**config.mk**
```make
export PLATFORM = sky130hd
export DESIGN_NAME = mul_ovf_unit
export DESIGN_NICKNAME = d
export VERILOG_FILES = /design/src/rtl/mul_ovf_pkg.sv /design/src/rtl/mul_ovf_ctrl.sv /design/src/rtl/mul_ovf_datapath.sv /design/src/rtl/mul_ovf_result.sv /design/src/rtl/mul_ovf_unit.sv
export SDC_FILE = /design/constraint.sdc
export NUM_CORES = 1
export LEC_CHECK = 0
export BUFFER_PORTS_ARGS = -buffer_cell sky130_fd_sc_hd__clkbuf_2
export CAP_MARGIN = 20
export CORE_UTILIZATION = 40
export CTS_CLUSTER_DIAMETER = 100
export CTS_CLUSTER_SIZE = 14
export DETAILED_ROUTE_END_ITERATION = 8
export HOLD_SLACK_MARGIN = 0.15
export SETUP_SLACK_MARGIN = 0.05
export SYNTH_ARGS = -nofsm -noshare
export SYNTH_HDL_FRONTEND = slang
export SYNTH_SLANG_ARGS = --single-unit
```
**constraint.sdc**
```tcl
create_clock -name clk -period 12.3 [get_ports clk]
set_clock_uncertainty 0.05 [all_clocks]
set_input_delay 1.23 -clock clk [delete_from_list [all_inputs] [get_ports clk]]
set_output_delay 1.23 -clock clk [all_outputs]
set_load 0.01 [all_outputs]
```
**src/rtl/mul_ovf_pkg.sv**
```systemverilog
package mul_ovf_pkg;

  // Operation codes; the decoder ahead of this block drives these values.
  typedef enum logic [6:0] {
    OP_MULW  = 7'h00,
    OP_MULD  = 7'h20,
    OP_MULHU = 7'h30,
    OP_MULWV = 7'h40,
    OP_MULDV = 7'h60
  } mul_op_e;

  typedef enum logic [1:0] {
    ST_IDLE = 2'd0,
    ST_RUN  = 2'd1,
    ST_FIN  = 2'd2
  } mul_state_e;

endpackage

```
**src/rtl/mul_ovf_ctrl.sv**
```systemverilog
module mul_ovf_ctrl
  import mul_ovf_pkg::*;
#(
  parameter int unsigned XLEN = 64
) (
  input  logic clk,
  input  logic rst_n,
  input  logic start_i,
  output logic accept_o,
  output logic step_o,
  output logic finish_o,
  output logic busy_o
);
  localparam int unsigned CW = $clog2(XLEN);

  mul_state_e    state_q;
  logic [CW-1:0] cnt_q;
  logic          last_step;

  assign accept_o  = start_i && (state_q == ST_IDLE);
  assign step_o    = (state_q == ST_RUN);
  assign finish_o  = (state_q == ST_FIN);
  assign busy_o    = (state_q != ST_IDLE);
  assign last_step = step_o && (cnt_q == CW'(XLEN - 1));

  always_ff @(posedge clk or negedge rst_n) begin
    if (!rst_n) begin
      state_q <= ST_IDLE;
      cnt_q   <= '0;
    end else begin
      unique case (state_q)
        ST_IDLE: if (start_i) begin
          state_q <= ST_RUN;
          cnt_q   <= '0;
        end
        ST_RUN: begin
          cnt_q <= cnt_q + 1'b1;
          if (last_step) state_q <= ST_FIN;
        end
        ST_FIN:  state_q <= ST_IDLE;
        default: state_q <= ST_IDLE;
      endcase
    end
  end

  AST_FIN_ONE_CYCLE: assert property (@(posedge clk) disable iff (!rst_n)
    finish_o |=> (state_q == ST_IDLE));

  AST_RUN_ONLY_FROM_IDLE: assert property (@(posedge clk) disable iff (!rst_n)
    $rose(step_o) |-> $past(accept_o));

endmodule

```
**src/rtl/mul_ovf_datapath.sv**
```systemverilog
module mul_ovf_datapath
  import mul_ovf_pkg::*;
#(
  parameter int unsigned XLEN = 64
) (
  input  logic              clk,
  input  logic              rst_n,
  input  logic              accept_i,
  input  logic              step_i,
  input  logic              busy_i,
  input  logic [6:0]        op_i,
  input  logic [XLEN-1:0]   a_i,
  input  logic [XLEN-1:0]   b_i,
  output logic [6:0]        op_o,
  output logic [XLEN-1:0]   mcand_o,
  output logic [XLEN-1:0]   mplier_o,
  output logic [2*XLEN-1:0] prod_o
);
  localparam int unsigned HALF = XLEN / 2;
  localparam int unsigned PW   = 2 * XLEN;

  logic [6:0]      op_q;
  logic [XLEN-1:0] mcand_q;
  logic [XLEN-1:0] mplier_q;
  logic [PW-1:0]   prod_q;
  logic            word_op;
  logic [XLEN-1:0] a_ext;
  logic [XLEN-1:0] b_ext;
  logic [XLEN:0]   partial_sum;

  // Word forms use the sign-extended low halves as 64-bit operands.
  assign word_op = (op_i == OP_MULW) || (op_i == OP_MULWV);
  assign a_ext   = word_op ? {{HALF{a_i[HALF-1]}}, a_i[HALF-1:0]} : a_i;
  assign b_ext   = word_op ? {{HALF{b_i[HALF-1]}}, b_i[HALF-1:0]} : b_i;

  assign partial_sum = {1'b0, prod_q[PW-1:XLEN]}
                     + {1'b0, (prod_q[0] ? mcand_q : {XLEN{1'b0}})};

  always_ff @(posedge clk or negedge rst_n) begin
    if (!rst_n) begin
      op_q     <= '0;
      mcand_q  <= '0;
      mplier_q <= '0;
      prod_q   <= '0;
    end else if (accept_i) begin
      op_q     <= op_i;
      mcand_q  <= a_ext;
      mplier_q <= b_ext;
      prod_q   <= {{XLEN{1'b0}}, b_ext};
    end else if (step_i) begin
      prod_q <= {partial_sum, prod_q[XLEN-1:1]};
    end
  end

  assign op_o     = op_q;
  assign mcand_o  = mcand_q;
  assign mplier_o = mplier_q;
  assign prod_o   = prod_q;

  AST_OPERANDS_FROZEN: assert property (@(posedge clk) disable iff (!rst_n)
    busy_i |=> ($stable(op_q) && $stable(mcand_q) && $stable(mplier_q)));

endmodule

```
**src/rtl/mul_ovf_result.sv**
```systemverilog
module mul_ovf_result
  import mul_ovf_pkg::*;
#(
  parameter int unsigned XLEN = 64
) (
  input  logic [6:0]        op_i,
  input  logic [XLEN-1:0]   mcand_i,
  input  logic [XLEN-1:0]   mplier_i,
  input  logic [2*XLEN-1:0] prod_i,
  output logic [XLEN-1:0]   result_o,
  output logic              ovf_o
);
  localparam int unsigned HALF = XLEN / 2;

  function automatic logic [XLEN-1:0] sext_low(input logic [XLEN-1:0] v);
    return {{HALF{v[HALF-1]}}, v[HALF-1:0]};
  endfunction

  // Turn the unsigned high half into the two's complement high half.
  function automatic logic [XLEN-1:0] signed_high(input logic [XLEN-1:0] hi_u,
                                                  input logic [XLEN-1:0] a,
                                                  input logic [XLEN-1:0] b);
    logic [XLEN-1:0] fix_a, fix_b;
    fix_a = a[XLEN-1] ? b : '0;
    fix_b = b[XLEN-1] ? a : '0;
    return hi_u - fix_a - fix_b;
  endfunction

  // True when every bit of v equals the chosen sign bit.
  function automatic logic sign_fill(input logic [XLEN-1:0] v, input logic s);
    return s ? (&v) : ~(|v);
  endfunction

  logic [XLEN-1:0] lo_half, hi_unsigned, hi_signed;
  logic            word_ovf, quad_ovf;

  assign lo_half     = prod_i[XLEN-1:0];
  assign hi_unsigned = prod_i[2*XLEN-1:XLEN];
  assign hi_signed   = signed_high(hi_unsigned, mcand_i, mplier_i);
  assign word_ovf    = ~((&lo_half[XLEN-1:HALF-1]) | ~(|lo_half[XLEN-1:HALF-1]));
  assign quad_ovf    = ~sign_fill(hi_signed, lo_half[XLEN-1]);

  always_comb begin
    result_o = '0;
    ovf_o    = 1'b0;
    unique case (op_i)
      OP_MULW:  result_o = sext_low(lo_half);
      OP_MULD:  result_o = lo_half;
      OP_MULHU: result_o = hi_unsigned;
      OP_MULWV: begin
        result_o = sext_low(lo_half);
        ovf_o    = word_ovf;
      end
      OP_MULDV: begin
        result_o = lo_half;
        ovf_o    = quad_ovf;
      end
      default: begin
        result_o = '0;
        ovf_o    = 1'b0;
      end
    endcase
  end

endmodule

```
**src/rtl/mul_ovf_unit.sv**
```systemverilog
module mul_ovf_unit
  import mul_ovf_pkg::*;
#(
  parameter int unsigned XLEN = 64
) (
  input  logic            clk,
  input  logic            rst_n,
  input  logic            start_i,
  input  logic [6:0]      op_i,
  input  logic [XLEN-1:0] a_i,
  input  logic [XLEN-1:0] b_i,
  output logic            busy_o,
  output logic            done_o,
  output logic [XLEN-1:0] result_o,
  output logic            ovf_o
);
  logic              accept, step, finish, busy;
  logic [6:0]        op_q;
  logic [XLEN-1:0]   mcand, mplier, fin_result;
  logic [2*XLEN-1:0] prod;
  logic              fin_ovf;
  logic              done_q, ovf_q;
  logic [XLEN-1:0]   result_q;

  mul_ovf_ctrl #(.XLEN(XLEN)) ctrl_i (
    .clk(clk), .rst_n(rst_n), .start_i(start_i),
    .accept_o(accept), .step_o(step), .finish_o(finish), .busy_o(busy)
  );

  mul_ovf_datapath #(.XLEN(XLEN)) dp_i (
    .clk(clk), .rst_n(rst_n), .accept_i(accept), .step_i(step), .busy_i(busy),
    .op_i(op_i), .a_i(a_i), .b_i(b_i),
    .op_o(op_q), .mcand_o(mcand), .mplier_o(mplier), .prod_o(prod)
  );

  mul_ovf_result #(.XLEN(XLEN)) res_i (
    .op_i(op_q), .mcand_i(mcand), .mplier_i(mplier), .prod_i(prod),
    .result_o(fin_result), .ovf_o(fin_ovf)
  );

  always_ff @(posedge clk or negedge rst_n) begin
    if (!rst_n) begin
      done_q   <= 1'b0;
      ovf_q    <= 1'b0;
      result_q <= '0;
    end else begin
      done_q <= finish;
      if (finish) begin
        result_q <= fin_result;
        ovf_q    <= fin_ovf;
      end
    end
  end

  assign busy_o   = busy;
  assign done_o   = done_q;
  assign result_o = result_q;
  assign ovf_o    = ovf_q;

  AST_DONE_PULSE: assert property (@(posedge clk) disable iff (!rst_n)
    done_o |=> !done_o);

  AST_DONE_NOT_BUSY: assert property (@(posedge clk) disable iff (!rst_n)
    done_o |-> !busy_o);

  AST_NO_OVERFLOW: assert property (@(posedge clk) disable iff (!rst_n)
    (done_o && (op_q == OP_MULW || op_q == OP_MULD || op_q == OP_MULHU)) |-> !ovf_o);

  AST_RESULT_HOLD: assert property (@(posedge clk) disable iff (!rst_n)
    !done_o |-> ($stable(result_o) && $stable(ovf_o)));

endmodule

```
==> flow_metrics.tcl, run 1 <==
set metrics [dict create \
    insertion_delay_ns 0.60 \
    ys_dominant_reg_cell "dfrtp_1" \
    cts_root_buf "clkbuf_16" \
    antenna_found_initial 0 \
    r2r_end "ovf_o$_DFFE_PN0P_" \
    wirelength_mm 75.7 \
    htree_levels 1 \
    cp.arrival_ns 6.64 \
    synth_seq_cells 337 \
    crit_fanout 64 \
    vias 21500 \
    start_kind "register" \
    worstPathRequired_ns 12.72 \
    min_period_over_period_pct 50.6 \
    multiInputGateArea_um2 14400 \
    slew_violations 0 \
    cts_resized 0 \
    synth_edf_count 0 \
    dr.pass1.iters 5 \
    clkTransAtPathRegs_ns 0.07 \
    post_drt_wl_per_cell_um 20.4 \
    gp_congestion 0.939 \
    leakagePower_nw 11.8 \
    cts-buffers-inserted 28 \
    hold_depth 2 \
    grt_max_degree 161 \
    clkSinkCount 337 \
    cp_slowest_stage_delay_ns 0.56 \
    max_slew.worst_pin.slew_ns 1.10 \
    drcViolationCount 0 \
    ys_seq_area_share_pct 35.8 \
    worstSetupPathType "register to register" \
    synthCells 2868 \
    postRouteAntennaNets 0 \
    setup_tns_ns 0 \
    yosysWarnings 0 \
    n_fill_cell 5799 \
    yosys.cell_types.count 85 \
    post-cts-setup-buffers 0 \
    endpoint_kind "register" \
    period_minus_slack_ns 6.22 \
    async_flop_share_pct 100 \
    hold_buffers 0 \
    rsz0062_at_grt "no" \
    grt_pass1_vias 21300 \
    cts_tree "yes" \
    port_buffers 204 \
    antennaDiodeCount 0 \
    r2r_slack_ns 6.08 \
    outcome "finished clean" \
    syn_nets 3200 \
    num_rows 88 \
    hold_path_class "register to register" \
    overflow 0 \
    final_cell_mix "721 x nand2_1, 335 x dfrtp_1, 203 x a21oi_1, 203 x clkbuf_2, 188 x o21ai_0" \
    slew_headroom_pct 26.8 \
    slowest_stage "fa_1" \
    grt_pass1_wl_mm 121 \
    ir_worst_vdd_mv 0.171 \
    syn_avg_cell_area_um2 8.22 \
    io_pins 205 \
    final_common_cell "nand2_1" \
    hold_viol 0 \
    max_freq_mhz 161 \
    p_total_mw 8.63 \
    start_util_pct 40.6 \
    layout-drive-gt1-share_pct 9.95 \
    crit_chain "buf_4, nand2_1, fa_1, inv_1, ha_1, or2_2, fa_1, a21o_1, a31o_1, a221oi_4, a2111oi_1, nor2_2, xnor2_1, or4_1, or3_1, or4_1, nor4b_2, nand4_1, nor4_2, a211oi_1" \
    grt_usage_pct 25.4 \
    cts_buffer_depth 3 \
    maxCapViolCount 0 \
    dr.first_iter.drc_count 1952 \
    die_area_um2 59900 \
    finalSetupViolCount 0 \
    min_to "dp_i.op_o[1]$_DFFE_PN0P_" \
    die_h_um 245 \
    cellPowerDensity_nw_per_um2 333 \
    r2r_start "dp_i.mplier_o[63]$_DFFE_PN0P_" \
    dieWidth_um 245 \
    hold_start "dp_i.op_o[1]$_DFFE_PN0P_" \
    viasPerCell 5.79 \
    core-area_um2 58000 \
    nNetsFinal 3284 \
    netlist_area_um2 23600 \
    regArea_um2 8440 \
    rr_worst_depth 20 \
    dp_hpwl_mm 56.7 \
    area_growth_pct 9.84 \
]
area by class of cell:
cell class	instances	share of cell area, %
timing repair buffer	227	4.77
clock buffer	31	2.75
tap	765	3.69
inverter	39	0.565
sequential	337	32.6
multi-input combinational	2319	55.5
clock inverter	2	0.126
state kept, by name (all words and copies together) (netlist names):
signal / flops
dp_i.prod_o: 128
dp_i.mcand_o: 64
dp_i.mplier_o: 64
result_o: 64
dp_i.op_o: 7
ctrl_i.cnt_q: 6
ctrl_i.state_q: 2
done_o: 1
ovf_o: 1
Yosys cell counts, types with 7 or more instances:
master / n / share of area [%]
o21ai_0: 189 / 4.0
nor3_1: 32 / 0.68
dfrtp_1: 337 / 36
inv_1: 38 / 0.60
a21boi_0: 8 / 0.25
nor2_1: 148 / 2.4
or4_1: 9 / 0.29
clkbuf_1: 163 / 2.6
ha_1: 130 / 6.9
o21bai_1: 23 / 0.73
nor2b_1: 8 / 0.21
and2_1: 82 / 2.2
a221oi_1: 65 / 2.4
a21oi_1: 204 / 4.3
and3_1: 13 / 0.34
nand3b_1: 8 / 0.25
nand2b_1: 16 / 0.42
o21a_1: 15 / 0.48
nand4_1: 56 / 1.5
o211ai_1: 15 / 0.48
nor4_1: 20 / 0.53
fa_1: 64 / 5.4
o31ai_1: 8 / 0.25
or3_1: 9 / 0.24
xor2_1: 53 / 2.0
nand2_1: 722 / 11
a21o_1: 81 / 2.6
nand3_1: 130 / 2.8
or2_2: 7 / 0.19
a211oi_1: 15 / 0.48
o221ai_1: 7 / 0.26
a31oi_1: 20 / 0.53
xnor2_1: 62 / 2.3
stage by stage:
| stage | hold WS [ns] | setup WS, ns | area [um2] | instances | utilization, % |
|---|---|---|---|---|---|
| global route | 0.457 | 5.68 | 25900 | 3720 | 44.6 |
| floorplan | 0.387 | 6.80 | 23600 | 2868 | - |
| detailed placement | 0.412 | 6.18 | 25100 | 3686 | 43.3 |
| CTS | 0.428 | 6.17 | 25900 | 3719 | 44.6 |
| finish | 0.425 | 6.08 | 25900 | 3720 | 44.6 |
| global placement | 0.405 | 6.30 | 25100 | 3686 | 43.3 |
per-layer routing:
metal  track usage (%)  routed length (um)  vias to the layer above
met3              3.11                4230                       93
met1              37.1               35700                    10500
met5                 0                   0                        -
met4              6.08                1840                        0
met2              39.7               34000                      674
li1                  -                   -                    10200
worst max path at each step:
stage,start,cells past startpoint,end,slack (ns)
floorplan,dp_i.mplier_o[63]$_DFFE_PN0P_,21,ovf_o$_DFFE_PN0P_,6.80
global placement,dp_i.mplier_o[63]$_DFFE_PN0P_,20,ovf_o$_DFFE_PN0P_,6.30
detailed placement,dp_i.mplier_o[63]$_DFFE_PN0P_,20,ovf_o$_DFFE_PN0P_,6.18
CTS,dp_i.mplier_o[63]$_DFFE_PN0P_,20,ovf_o$_DFFE_PN0P_,6.17
global route,dp_i.mplier_o[63]$_DFFE_PN0P_,20,ovf_o$_DFFE_PN0P_,5.68
finish,dp_i.mplier_o[63]$_DFFE_PN0P_,20,ovf_o$_DFFE_PN0P_,6.08
critical path: cells and delay by family, from the launching register on:
family | cells | cell delay (ns)
and+or+nand+nor | 9 | 2.56
AOI/OAI and AO/OA | 5 | 1.19
adders and majority gates | 3 | 1.16
buffers and inverters | 2 | 0.56
DFF | 1 | 0.34
xor gates and xnor gates | 1 | 0.11
power breakdown:
group	total [mW]	internal, mW	switching (mW)
clock	0.822	0.407	0.415
combinational	5.81	2.22	3.59
sequential	2.00	1.49	0.508
cells by family after synthesis:
logic type	after synthesis	share of synthesized area, %
DFF	337	35.8
muxes	5	0.218
buffers and inverters	212	3.50
adders and majority gates	194	12.3
xor gates and xnor gates	115	4.27
AOI/OAI and AO/OA	718	19.4
and+or+nand+nor	1287	24.5
Note: power is estimated with default switching activity, not from simulation.
==> run 2, diff against run 1 <==
--- a/config.mk
+++ b/config.mk
@@ -5,6 +5,7 @@
 export SDC_FILE = /design/constraint.sdc
 export NUM_CORES = 1
 export LEC_CHECK = 0
+export ABC_AREA = 1
 export BUFFER_PORTS_ARGS = -buffer_cell sky130_fd_sc_hd__clkbuf_2
 export CAP_MARGIN = 20
 export CORE_UTILIZATION = 40
==> constraint.sdc (replaced) <==
create_clock -name clk -period 6.17 [get_ports clk]
set_clock_uncertainty 0.05 [all_clocks]
set_input_delay 0.617 -clock clk [delete_from_list [all_inputs] [get_ports clk]]
set_output_delay 0.617 -clock clk [all_outputs]
set_load 0.01 [all_outputs]
==> run 2 against run 1 <==
Critical path depth is 1 higher. First-iteration DRC count is 54% higher. Via count is 25% higher. Synthesized cell count is 41% higher. Hold slack worse by 0.26 ns. Critical path type unchanged. Fmax is 44% higher. Register-to-register slack worse by 4.2 ns.
==> flow_metrics.tcl, run 2 <==
set metrics [dict create \
    outcome "finished clean" \
    final_common_cell "nand2_1" \
    layout-drive-gt1-share_pct 8.71 \
    dp_hpwl_mm 80.0 \
    slowest_stage "dfrtp_2" \
    ys_top_cells_by_area "dfrtp_1 32%, nand2_1 21%, inv_1 7.9%, ha_1 6.1%, a21oi_1 5.7%" \
    gp_congestion 0.999 \
    swShare_pct 57.4 \
    die_h_um 260 \
    antenna_found_initial 1 \
    syn_nets 4363 \
    power_switching_mw 10.6 \
    post_dp_cell_area_um2 28400 \
    wirelength_mm 100 \
    insertion_delay_ns 0.64 \
    leakagePower_nw 15.8 \
    async_flop_share_pct 100 \
    finalSetupViolCount 0 \
    antennaDiodeCount 0 \
    synthCells 4031 \
    vias 26900 \
    nNetsFinal 4560 \
    finalNonFillerCells 5100 \
    maxCapViolCount 0 \
    slew_headroom_pct 26.8 \
    ir_worst_vdd_mv 0.278 \
    min_period_over_period_pct 69.9 \
    cts_root_buf "clkbuf_16" \
    htree_levels 1 \
    die_area_um2 67300 \
    period_minus_slack_ns 4.31 \
    final_cell_mix "1513 x nand2_1, 556 x inv_1, 356 x nor2_1" \
    grt_usage_pct 29.5 \
    worstSetupPathType "register to register" \
    port_buffers 204 \
    endpoint_kind "register" \
    synth_top_area_share_pct 31.8 \
    grt_pass1_wl_mm 152 \
    ys_seq_area_share_pct 31.8 \
    grt_max_degree 153 \
    synth.most_common_cell "nand2_1" \
    rsz0062_at_grt "no" \
    synth_seq_cells 337 \
    multiInputGateArea_um2 15600 \
    yosysWarnings 0 \
    crit_fanout 36 \
    cts_buffer_depth 3 \
    n_fill_cell 6894 \
    start_kind "register" \
    p_total_mw 18.4 \
    crit_family "simple AND/OR/NAND/NOR gates" \
    clkPwrFrac_pct 10.1 \
    num_rows 94 \
    area_growth_pct 12.5 \
    worst_slack_ns 1.86 \
    regArea_um2 8440 \
    io_pins 205 \
    start_util_pct 40.4 \
    core-area_um2 65600 \
    post_drt_wl_per_cell_um 19.6 \
    ys_dominant_reg_cell "dfrtp_1" \
    max_slew.worst_pin.slew_ns 1.10 \
    dieWidth_um 260 \
    largest_reg_flops 128 \
    drcViolationCount 0 \
    grt_pass1_vias 25200 \
    cts_tree "yes" \
    cp_slowest_stage_delay_ns 0.70 \
    netlist_area_um2 26500 \
    syn_avg_cell_area_um2 6.58 \
    slew_violations 0 \
    hold_path_class "input pin to register" \
    p_int_mw 7.85 \
    max_freq_mhz 232 \
    cp.arrival_ns 4.77 \
    viasPerCell 5.27 \
    setup_tns_ns 0 \
    preCtsSetupSlack_ns 1.93 \
    p_seq_share_pct 20.6 \
    yosys.area.top_type "dfrtp_1" \
    clkSinkCount 337 \
    clkTransAtPathRegs_ns 0.08 \
    dr.first_iter.drc_count 2997 \
    crit_chain "buf_4, nand2_1, fa_1, ha_1, nand2_1, nor2_1, inv_1, nor2_1, nand2_1, nor2_1, nand2_1, nand3b_1, nand2_1, nand2_1, nand2_1, nor2_1, nand2_1, nor2_1, nand3_1, nand3_2, a21oi_2" \
    power_frac_comb_pct 69.3 \
    crit_buf_inv 2 \
    synth_edf_count 0 \
    path_common_cell "nand2_1" \
    cts-buffers-inserted 31 \
    hold_viol 0 \
    postRouteAntennaNets 0 \
    ys_top_cells_by_count "1515 x nand2_1, 558 x inv_1, 360 x nor2_1, 337 x dfrtp_1, 303 x a21oi_1" \
    cellPowerDensity_nw_per_um2 617 \
    final_area_um2 29800 \
    dp_cells 5007 \
    worstPathRequired_ns 6.63 \
    yosys.cell_types.count 57 \
    dr.pass1.iters 6 \
    overflow 0 \
]
run 2: worst paths after layout:
path,startpoint,depth (start not counted),to,slack [ns]
hold reg to reg,result_o[40]$_DFFE_PN0P_,2,result_o[40]$_DFFE_PN0P_,0.43
max in group asynchronous,rst_n,3,dp_i.mplier_o[20]$_DFFE_PN0P_,4.29
hold / removal,a_i[1],3,dp_i.mcand_o[1]$_DFFE_PN0P_,0.16
min in group asynchronous,rst_n,2,dp_i.mcand_o[51]$_DFFE_PN0P_,0.47
setup / recovery,dp_i.mcand_o[63]$_DFFE_PN0P_,21,ovf_o$_DFFE_PN0P_,1.86
setup reg to reg,dp_i.mcand_o[63]$_DFFE_PN0P_,21,ovf_o$_DFFE_PN0P_,1.86
run 2: worst reg2reg max path: stages, from the launching register on:
cell and delay (ns):
dfrtp_2 0.70, buf_4 0.45, nand2_1 0.15, fa_1 0.47
ha_1 0.45, nand2_1 0.17, nor2_1 0.17, inv_1 0.09
nor2_1 0.25, nand2_1 0.12, nor2_1 0.12, nand2_1 0.09
nand3b_1 0.12, nand2_1 0.08, nand2_1 0.12, nand2_1 0.06
nor2_1 0.12, nand2_1 0.07, nor2_1 0.10, nand3_1 0.09
nand3_2 0.09, a21oi_2 0.05
run 2: kinds of logic (layout without fill, tap and decap cells):
family	count (synthesis)	in the layout	share of synthesized area, %
XOR/XNOR	20	20	0.660
flip-flops	337	337	31.8
AND/OR/NAND/NOR	2163	2163	32.8
adder cells (fa/ha/maj)	194	194	11.0
buffers and inverters	680	885	9.65
AO/OA/AOI/OAI	637	637	14.1
run 2: per-layer routing:
metal	wire length [um]	GRT usage [%]
met1	49500	46.4
met2	39900	41.6
met3	8620	5.12
met4	2040	5.82
met5	16	0
run 2: final cells by class:
cell class	count	area share, %
timing repair buffer	276	5.80
clock inverter	7	0.327
inverter	568	7.15
tap	864	3.62
sequential	337	28.3
multi-input combinational	3014	52.2
clock buffer	34	2.64
run 2: what timing repair did:
action	in CTS	in global routing
endpoints found under the hold margin	108	0
hold buffers	51	0
gates resized for setup	0	0
buffers inserted	0	0
run 2: per-stage QoR:
stage / hold WS (ns) / utilization [%]
after CTS: 0.150 / 45.5
after floorplan: 0.271 / -
after detailed placement: 0.415 / 43.3
final: 0.164 / 45.5
after global routing: 0.173 / 45.5
after global placement: 0.414 / 43.3
run 2: power by group through the flow:
stage | clock (mW) | combinational, mW | sequential, mW
final | 1.86 | 12.7 | 3.80
after global routing | 1.96 | 14.5 | 3.83
after CTS | 1.89 | 12.6 | 3.74
after detailed placement | 0 | 12.5 | 3.77
after global placement | 0 | 12.5 | 3.78
after floorplan | 0 | 9.29 | 3.20
